`config.mk`:
```
export PLATFORM = sky130hd
export DESIGN_NAME = rmii_nibble_bridge
export DESIGN_NICKNAME = d
export VERILOG_FILES = /design/src/rtl/rmii_bridge_pkg.sv /design/src/rtl/rmii_pace_gen.sv /design/src/rtl/rmii_tx_pack.sv /design/src/rtl/rmii_rx_unpack.sv /design/src/rtl/rmii_nibble_bridge.sv
export SDC_FILE = /design/constraint.sdc
export NUM_CORES = 1
export LEC_CHECK = 0
export ABC_AREA = 1
export BUFFER_PORTS_ARGS = -buffer_cell sky130_fd_sc_hd__buf_4
export CORE_MARGIN = 3
export CORE_UTILIZATION = 53
export CTS_CLUSTER_DIAMETER = 150
export DETAILED_ROUTE_END_ITERATION = 8
export PLACE_DENSITY_LB_ADDON = 0.08
export SETUP_SLACK_MARGIN = 0.4
export SLEW_MARGIN = 10
export SYNTH_ARGS = -nofsm -noshare
export SYNTH_HDL_FRONTEND = slang
export SYNTH_SLANG_ARGS = --single-unit
```
`constraint.sdc`:
```
create_clock -name clk -period 1.37 [get_ports clk]
set_input_delay 0.2055 -clock clk [delete_from_list [all_inputs] [get_ports clk]]
set_output_delay 0.2055 -clock clk [all_outputs]
set_load 0.01 [all_outputs]
```
`src/rtl/rmii_bridge_pkg.sv`:
```
package rmii_bridge_pkg;
   localparam int DIBIT_W = 2;
   localparam int NIB_W   = 2 * DIBIT_W;
   typedef logic [DIBIT_W-1:0] dibit_t;
   typedef logic [NIB_W-1:0]   nibble_t;
endpackage

```
`src/rtl/rmii_pace_gen.sv`:
```
// Produces the dibit-rate strobe: every clock when fast, else every DIV clocks.
// Held at phase zero while the owning direction is idle.
module rmii_pace_gen #(
   parameter int DIV = 10
) (
   input  logic clk,
   input  logic rst_n,
   input  logic fast,
   input  logic hold,
   output logic strobe
);
   initial begin
      if (DIV < 1) $error("rmii_pace_gen: DIV must be at least 1");
   end

   generate
      if (DIV > 1) begin : g_cnt
         localparam int CW = $clog2(DIV);
         localparam logic [CW-1:0] LAST = CW'(DIV - 1);
         logic [CW-1:0] cnt;
         always_ff @(posedge clk) begin
            if (!rst_n)           cnt <= '0;
            else if (hold)        cnt <= '0;
            else if (cnt == LAST) cnt <= '0;
            else                  cnt <= cnt + 1'b1;
         end
         assign strobe = fast | (cnt == '0);
      end else begin : g_flat
         logic unused_ok;
         assign unused_ok = ^{clk, rst_n, fast, hold};
         assign strobe    = 1'b1;
      end
   endgenerate
endmodule

```
`src/rtl/rmii_tx_pack.sv`:
```
module rmii_tx_pack
   import rmii_bridge_pkg::*;
(
   input  logic    clk,
   input  logic    rst_n,
   input  logic    strobe,
   input  logic    tx_en,
   input  dibit_t  txd,
   output nibble_t nib,
   output logic    nib_vld,
   output logic    busy
);
   logic   half;
   dibit_t lo_q;

   always_ff @(posedge clk) begin
      if (!rst_n) begin
         half    <= 1'b0;
         lo_q    <= '0;
         nib     <= '0;
         nib_vld <= 1'b0;
         busy    <= 1'b0;
      end else begin
         nib_vld <= 1'b0;
         if (strobe) begin
            busy <= tx_en;
            if (tx_en) begin
               if (!half) begin
                  lo_q <= txd;
                  half <= 1'b1;
               end else begin
                  nib     <= {txd, lo_q};
                  nib_vld <= 1'b1;
                  half    <= 1'b0;
               end
            end else begin
               half <= 1'b0;   // drop a lone dibit
            end
         end
      end
   end
endmodule

```
`src/rtl/rmii_rx_unpack.sv`:
```
module rmii_rx_unpack
   import rmii_bridge_pkg::*;
(
   input  logic    clk,
   input  logic    rst_n,
   input  logic    strobe,
   input  nibble_t nib_in,
   input  logic    nib_vld,
   output dibit_t  rxd,
   output logic    crs_dv
);
   logic   half;
   dibit_t hi_q;

   always_ff @(posedge clk) begin
      if (!rst_n) begin
         half   <= 1'b0;
         hi_q   <= '0;
         rxd    <= '0;
         crs_dv <= 1'b0;
      end else if (strobe) begin
         if (half) begin
            rxd  <= hi_q;
            half <= 1'b0;
         end else if (nib_vld) begin
            rxd    <= nib_in[DIBIT_W-1:0];
            hi_q   <= nib_in[NIB_W-1:DIBIT_W];
            half   <= 1'b1;
            crs_dv <= 1'b1;
         end else begin
            rxd    <= '0;
            crs_dv <= 1'b0;
         end
      end
   end
endmodule

```
`src/rtl/rmii_nibble_bridge.sv`:
```
module rmii_nibble_bridge
   import rmii_bridge_pkg::*;
#(
   parameter int SLOW_DIV = 10
) (
   input  logic             clk,
   input  logic             rst_n,
   input  logic             speed_100,
   input  logic             tx_en,
   input  logic [DIBIT_W-1:0] txd,
   output logic [NIB_W-1:0]   tx_nib,
   output logic             tx_nib_vld,
   input  logic [NIB_W-1:0]   rx_nib,
   input  logic             rx_nib_vld,
   output logic [DIBIT_W-1:0] rxd,
   output logic             crs_dv
);
   logic tx_stb, rx_stb, tx_busy;
   logic tx_hold, rx_hold;

   assign tx_hold = ~tx_en & ~tx_busy;
   assign rx_hold = ~rx_nib_vld & ~crs_dv;

   rmii_pace_gen #(.DIV(SLOW_DIV)) u_tx_pace (
      .clk(clk), .rst_n(rst_n), .fast(speed_100), .hold(tx_hold), .strobe(tx_stb)
   );

   rmii_pace_gen #(.DIV(SLOW_DIV)) u_rx_pace (
      .clk(clk), .rst_n(rst_n), .fast(speed_100), .hold(rx_hold), .strobe(rx_stb)
   );

   rmii_tx_pack u_tx (
      .clk(clk), .rst_n(rst_n), .strobe(tx_stb), .tx_en(tx_en), .txd(txd),
      .nib(tx_nib), .nib_vld(tx_nib_vld), .busy(tx_busy)
   );

   rmii_rx_unpack u_rx (
      .clk(clk), .rst_n(rst_n), .strobe(rx_stb), .nib_in(rx_nib),
      .nib_vld(rx_nib_vld), .rxd(rxd), .crs_dv(crs_dv)
   );
endmodule

```
# After elaboration in Yosys (flattened, before gate mapping)
# Cells that the tools add are included.
# Widths: inputs -> output; s select.
[op_classes] mux=7 addsub=2 reduce_logical=9 bitwise=11 n_eq_ne=2
[op_table] cell="$reduce_and 3->1" count=4
[op_table] cell="$add 4x1->4 const B" count=2
[op_table] cell="$eq 4x4->1 const B" count=2
[op_table] cell="$logic_not 4->1" count=2
[op_table] cell="$not 1->1" count=7
[op_table] cell="$reduce_or 3->1" count=2
[op_table] cell="$mux 1" count=5
[op_table] cell="$mux 2" count=2
[op_table] cell="$and 1x1->1" count=2
[op_table] cell="$or 1x1->1" count=2
[op_table] cell="$reduce_and 2->1" count=1
[totals] word_cells=42 input_bits=11 ff_bits=23 out_inout_bits=8

# Longest topological paths before layout
# Gate-level depths: netlist of run 1.
[depth] depth_word=3 ltp_mapped=7 ltp_nobuf=7

# Hierarchy
# From an unflattened synthesis of run 1, not the netlist that was laid out.
[unflattened] hier_cells=137 area_unflattened_um2=1066.0
[modules_own_cells] mod="rmii_pace_gen" cells_per_inst=26 seq_area_each_um2=80.1 area_per_inst_um2=229.0 instances=2
[modules_own_cells] mod="rmii_tx_pack" cells_per_inst=50 seq_area_each_um2=180.2 area_per_inst_um2=344.1 instances=1
[modules_own_cells] mod="rmii_rx_unpack" cells_per_inst=33 seq_area_each_um2=120.1 area_per_inst_um2=256.5 instances=1
[modules_own_cells] mod="rmii_nibble_bridge" cells_per_inst=2 seq_area_each_um2=0.0 area_per_inst_um2=7.5 instances=1

# Worst setup path before layout of run 1
# Ideal clock, no wire load.
[synth_timing] path_kind="reg2reg" start="register u_tx_pace.g_cnt.cnt[0]" end="register u_tx.nib[0]" path_buffers=1 period_less_slack_ns=1.195 setup_time_ns=0.113 setup_slack_ns=0.175 arrival_ns=1.082 required_time_ns=1.257 stages_incl_launch_ff=8 path_cell_list="dfxtp_1 > inv_1 > ha_1 > nand3_2 > nand2_4 > buf_12 > a21oi_2 > nor2_1"
[synth_between] elab_chain_cells=3
[synth_lines] element="from (decl)" line_no="rmii_pace_gen.sv:20" rtl="logic [CW-1:0] cnt;"
[synth_lines] element="from (signal assigned)" line_no="rmii_pace_gen.sv:25" rtl="else cnt <= cnt + 1'b1;"
[synth_lines] element="$logic_not 4->1" line_no="rmii_pace_gen.sv:27" rtl="assign strobe = fast | (cnt == '0);"
[synth_lines] element="$or 1x1->1" line_no="rmii_pace_gen.sv:27"
[synth_lines] element="$reduce_and 3->1 (no line)"
[synth_lines] element="to (signal assigned)" line_no="rmii_tx_pack.sv:32" rtl="nib <= {txd, lo_q};"
[synth_lines] element="to (decl)" line_no="rmii_tx_pack.sv:9" rtl="output nibble_t nib,"
# No other way between the ends.
# A chain may end at the register's enable or synchronous reset.

# Worst setup path after layout of run 1
[layout_timing] start="register u_tx_pace.g_cnt.cnt[0]" end="register u_tx.nib[3]"
# Same word-level chain as after synthesis.

==> impl_results.md, run 1 <==
- Status: complete, no violations
- Worst Skew: 0.00272 ns
- Setup violators final: 0
- Reg2Reg Depth: 7
- Synth unique cells: 21
- Ys Warns: 0
- WL final: about 2.4 mm
- Fin crit period: 1.13 ns
- Sequential area share after synthesis: 42.9%
- Router iterations before antenna repair: 5
- Mean routed wirelength per cell: 12.9 um
- Worst-margin pin slew: 0.412 ns
- H-tree levels: 1
- Clock Path Buffers: 2
- Place WS: 0.235 ns
- Hold endpoint: u_tx.busy
- P&R area growth vs syn: 45.1%
- Worst slew margin: 72.4%
- Fin nets: between 150 and 200
- Diode count: 0
- CTS tree: done
- Syn_nets: 151
- CTS Sinks: 23
- Maximum vdd ir drop: 0.891 mV
- Setup ws final: 0.244 ns
- RSZ-0062 raised after global routing: true
- Die W: slightly above 50 um
- Vias in the first global route: a little under 900
- Core Area: around 1800 sq um
- Leading area contributor after synthesis: dfxtp_1
- Slew Viols, Final: 0
- First-iteration detailed-routing DRC count: 20
- Cells after Synth: approximately 130
- P_leak: 0.651 nW
- Initial antenna violation count: 0
- Reg2reg start: u_tx_pace.g_cnt.cnt[0]
- Fillcell total: 101
- Post-Route Setup TNS: 0 ns
- Hold Startpoint: tx_en
- DRT antenna net count: 0
- Placed Cells: 175
- Core Util, Final: 85.6%
- Worst reg2reg endpoint: u_tx.nib[3]
- DR vias/cell: 5.13
- Share of the synthesized area in the top cell type: 42.9%
- Number of flops mapped to enable cells by yosys: 0
- Top post-synthesis cells by area: dfxtp_1, nand2_1, ha_1
- Endpoints failing hold: 0
- Initial Utilization: 59.0%
- Clk slew on worst S/H paths: between 0.1 and 0.15 ns
- DRC: 0
- # rows: 15
- Layout cells sized above 1: 54.5%
- Endpoint type of the worst setup path: register
- Vias: ~980
- # port buffers: 18
- Largest net degree at the start of global routing: 14
- Fin crit share: 82.2%
- Synth Cell Area: around 1100 sq um
- Crit start category: register
- Fmax: 0.888 GHz
- Io pins: 19
- Placed wire-length estimate: 1.42 mm
- Worst reg2reg setup slack: 0.24 ns
- Worst-Skew Late Latency: about 0.31 ns
- First-pass GRT wire length: 3.62 mm
- Non-Filler Instances: 190
- Critical path data arrival time: approximately 1.4 ns
- Clk root buf: clkbuf_4
- Crit Path Class: register to register
- Total gr overflow: 0
- Multi-input gate area: 696 sq um
- Max Cap Viol: 0
- Sequential cell area: 482 sq um
- Global placement routability congestion: 0.797
- Syn_area_per_cell: 8.01 sq um
- Die area: 2600 sq um
- Critical path fanouts, max: 8
- Tot GR Track Use: 18.9%
- Req. time, crit path: 1.59 ns
- DIE HEIGHT: about 51 um
- Ys async rst share: 0%
- Post-synthesis register bit count: 23
- Hold Crit Depth: 3
- CTS Buf Count: 3
- Primary FF master, synth: dfxtp_1
- HP Class: input pin to register
- Cell Pwr Density: 907 nW/um^2
[where the power goes]
group | switching, mW | internal [mW] | leakage (nW)
Combinational | 0.178 | 0.165 | 0.442
Sequential | 0.0382 | 0.713 | 0.194
Clock | 0.205 | 0.114 | 0.0150
Total | 0.421 | 0.991 | 0.651
[kinds of logic after synthesis]
logic type	synth area share, %
xor gates and xnor gates	1.63
buffers and inverters	8.51
adders and majority gates	6.99
AOI/OAI and AO/OA	11.7
DFF	42.9
and+or+nand+nor	28.3
[worst max path at each step]
stage                           startpoint                      to  slack (ns)  depth (start not counted)
global route        u_tx_pace.g_cnt.cnt[0]  u_tx_pace.g_cnt.cnt[3]        0.20                          4
floorplan           u_tx_pace.g_cnt.cnt[0]             u_tx.nib[0]        0.27                          7
CTS                 u_tx_pace.g_cnt.cnt[0]             u_tx.nib[2]        0.29                          7
detailed placement  u_tx_pace.g_cnt.cnt[0]             u_tx.nib[1]        0.23                          7
finish              u_tx_pace.g_cnt.cnt[0]             u_tx.nib[3]        0.24                          7
global placement    u_tx_pace.g_cnt.cnt[1]             u_tx.nib[2]        0.28                          7
[cells in the mapped netlist, types with 2 or more instances]
library cell and number:
nand3_1 11, dfxtp_1 23, nand2_4 2, inv_2 4, xnor2_1 2, nor2_2 2, a21oi_2 7, o211ai_1 2
nand4_1 2, nand2_1 23, nand2_2 3, inv_1 14, a21oi_1 6, o21ai_1 2, ha_1 6, nor2_1 19
nand3b_1 2
[what timing repair did]
item / CTS / global route
hold buffers: 0 / 0
setup endpoints to repair: 31 / 31
pin swaps: 7 / 10
gates resized for setup: 25 / 27
buffers inserted: 7 / 3
gates cloned: 1 / 0
[worst max-delay path, stage by stage, from the launching register on]
cell     delay (ns)
dfxtp_4        0.39
inv_2          0.07
ha_4           0.13
nand3_4        0.11
nand2_4        0.15
nand3_1        0.08
nand2_1        0.06
nor2_1         0.04
[per-layer routing]
metal	up-vias	track usage (%)	routed length [um]	share of wire [%]
met2	25	34.8	1340	55
met1	455	20.4	958	39
li1	491	-	-	-
met3	4	6.12	110	4.5
met5	-	0	0	0
met4	0	5.38	38	1.6
[cells in the final DEF, fill, tap and decap left out]
cell / count
a21oi_2: 12
nor2_1: 17
buf_4: 18
buf_6: 10
ha_4: 4
nand3_4: 1
inv_1: 10
o211ai_1: 2
a21oi_1: 1
dfxtp_1: 10
o21ai_1: 2
xnor2_2: 1
xnor2_1: 1
nor2_2: 3
nand3_2: 4
ha_1: 2
nand2_1: 18
nand4_1: 2
o21ai_2: 1
inv_4: 3
nand3_1: 7
nand2_2: 6
inv_2: 5
nand3b_1: 2
nand2_4: 2
clkbuf_1: 1
dfxtp_4: 2
clkbuf_4: 3
dfxtp_2: 11
nand2_8: 3
nor2_4: 1
[layout make-up]
type / count / share of cell area, %
timing repair buffer: 28 / 15.9
inverter: 18 / 4.82
tap: 25 / 2.01
clock buffer: 4 / 1.69
multi-input combinational: 92 / 44.7
sequential: 23 / 30.9
[per-stage QoR]
step                      area [sq um]  power (mW)  hold WS (ns)
final                             1560        1.41         0.159
after global routing              1560        1.48         0.180
after CTS                         1440        1.36         0.156
after detailed placement          1250       0.994         0.460
after global placement            1250       0.982         0.447
after floorplan                   1110       0.924         0.356
[state kept, by name, indices dropped and copies added (netlist names)]
name	cells
u_rx_pace.g_cnt.cnt	4
u_tx.nib	4
u_tx_pace.g_cnt.cnt	4
u_rx.hi_q	2
u_rx.rxd	2
u_tx.lo_q	2
u_rx.crs_dv	1
u_rx.half	1
u_tx.busy	1
u_tx.half	1
u_tx.nib_vld	1
No activity file was read; power rests on OpenSTA's default activity.
==> run 2, diff against run 1 <==
- CORE_UTILIZATION: 53 -> 48
- clock period: 1.37 -> 0.97 ns (I/O delays scaled with it)
==> run 2 against run 1 <==
Effect of this change:
- the flow now finishes with violations (negative setup slack)
- die area grew 9.2%
- clock-buffer cell count unchanged
- fmax up 5.4%
- clock power is 35% higher
- worst setup slack got worse by 0.34 ns
- final area fell by 2.2%
- cell count grew 3.7%
- critical path depth fell by 1
- first-iteration DRC count decreased by 65%
- register-to-register slack worse by 0.34 ns
- clock skew decreased by 0.0017 ns
- largest power group unchanged
- highest routed layer unchanged
==> impl_results.md, run 2 (synthesis results as in run 1) <==
- Clk root buf: clkbuf_4
- H-tree levels: 1
- Vias in the first global route: 885
- Initial antenna violation count: 0
- DR vias/cell: slightly below 5
- Global placement routability congestion: 0.754
- CTS Hold Bufs: 0
- Multi-input gate area: about 640 sq um
- Critical path data arrival time: 1.28 ns
- Diode count: 0
- Total gr overflow: 0
- Critical path's slowest cell: dfxtp_2
- CTS Sinks: 23
- CTS tree: done
- HP Class: input pin to register
- RSZ-0062 raised after global routing: true
- Max Cap Viol: 0
- Clk slew on worst S/H paths: about 0.12 ns
- Cell Pwr Density: 1260 nW/um^2
- Failing checks: negative setup slack
- Slew Viols, Final: 0
- Initial Utilization: 52.6%
- Fin crit share: 110%
- WL final: about 2.2 mm
- Clock Path Buffers: 2
- Req. time, crit path: 1.19 ns
- Placed wire-length estimate: 1.53 mm
- Largest net degree at the start of global routing: 14
- CP max stage delay: 0.36 ns
- Io pins: 19
- DRT antenna net count: 0
- # port buffers: 18
- Setup ws final: -0.0982 ns
- Status: finished with violations
- Fin nets: 188
- Fin crit period: 1.07 ns
- Mean routed wirelength per cell: 11.3 um
- Worst-Skew Late Latency: 0.30 ns
- First-iteration detailed-routing DRC count: 7
- Worst-margin pin slew: 0.408 ns
- Sequential cell area: between 400 and 500 sq um
- # rows: 16
- Core Area: between 2000 and 2500 sq um
- Layout cells sized above 1: between 50% and 60%
- Most frequent cells in the layout: buf_4, nand2_1, nor2_1
- Vias: 950
- Biggest regs: u_rx_pace.g_cnt.cnt (4), u_tx.nib (4), u_tx_pace.g_cnt.cnt (4)
- Fmax: 0.936 GHz
- DIE HEIGHT: 53.3 um
- CTS Buf Count: 3
- Worst slew margin: about 73%
- P_leak: 0.672 nW
- Most common cell after layout, fill and taps aside: buf_4
- Worst reg2reg setup slack: -0.1 ns
- Crit start category: register
- Endpoints failing hold: 0
- Critical path fanouts, max: 8
- Die W: 53.3 um
- Worst Skew: 0.000999 ns
- First-pass GRT wire length: 3.68 mm
- Crit Path Class: register to register
- Die area: 2840 sq um
- Hold Slack: 0.106 ns
- P&R area growth vs syn: 42.0%
- DRC: 0
- Fillcell total: around 160
- Setup violators final: 22
- Post-Route Setup TNS: -1.23 ns
- Tot GR Track Use: 17.8%
- Router iterations before antenna repair: 4
- CP Cell Sequence: inv_2 -> ha_4 -> nand3_4 -> nand2_4 -> a21oi_2 -> nor2_1
- Endpoint type of the worst setup path: register
- Maximum vdd ir drop: 1.27 mV
==> run 2: cell count changes in the layout (fill, tap and decap cells not counted), sizes merged <==
cell and change:
buf +5
==> run 2: through the flow <==
step	setup WS, ns	power, mW	instances	utilization (%)	instance area [sq um]
5_1_grt	-0.178	2.05	197	74.6	1520
3_5_place_dp	-0.135	1.43	186	65.4	1340
3_3_place_gp	-0.0921	1.41	186	65.4	1340
6_report	-0.0982	1.93	197	74.6	1520
2_1_floorplan	-0.125	1.31	134	-	1120
4_1_cts	-0.0951	1.94	196	73.2	1500
==> run 2: final cells by class <==
class,instances,share of cell area [%]
clock buffers,4,1.72
inverters,18,4.60
multi-input cells,92,41.9
flip-flops and latches,23,31.4
well taps,27,2.22
repair buffers,33,18.2
==> run 2: critical path, delay by kind of cell (launching register included) <==
| kind | cells | cell delay, ns |
|---|---|---|
| adders and majority gates | 1 | 0.16 |
| DFF | 1 | 0.36 |
| and+or+nand+nor | 3 | 0.26 |
| buffers and inverters | 1 | 0.05 |
| AOI/OAI and AO/OA | 1 | 0.14 |
==> run 2: repair_timing <==
| item | in CTS | in global routing |
|---|---|---|
| setup buffers | 5 | 1 |
| resized for setup | 23 | 7 |
| gates cloned | 1 | 0 |
| endpoints found under the hold margin | 0 | 0 |
| endpoints found under the setup margin | 31 | 31 |
| pin swaps | 7 | 6 |
==> run 2: where the power goes <==
group | internal (mW) | switching (mW) | total (mW)
clock network | 0.160 | 0.269 | 0.430
registers | 1.01 | 0.0435 | 1.05
logic | 0.217 | 0.228 | 0.445
==> run 2: per-layer routing <==
metal  routed length, um  share of wire [%]  up-vias  track usage (%)
li1                    -                  -      500                -
met1                 943                 42      434             19.9
met2                1190                 53       14             32.0
met3                  67                3.0        2             2.82
met4                  30                1.3        0             8.51
met5                   0                  0        -                0
==> run 2: final timing paths <==
path                                             start           to  cells after the start
worst min register to register               u_tx.busy    u_tx.busy                      2
worst max-delay path            u_tx_pace.g_cnt.cnt[0]  u_tx.nib[0]                      6
worst max register to register  u_tx_pace.g_cnt.cnt[0]  u_tx.nib[0]                      6
worst min-delay path                             tx_en    u_tx.busy                      3
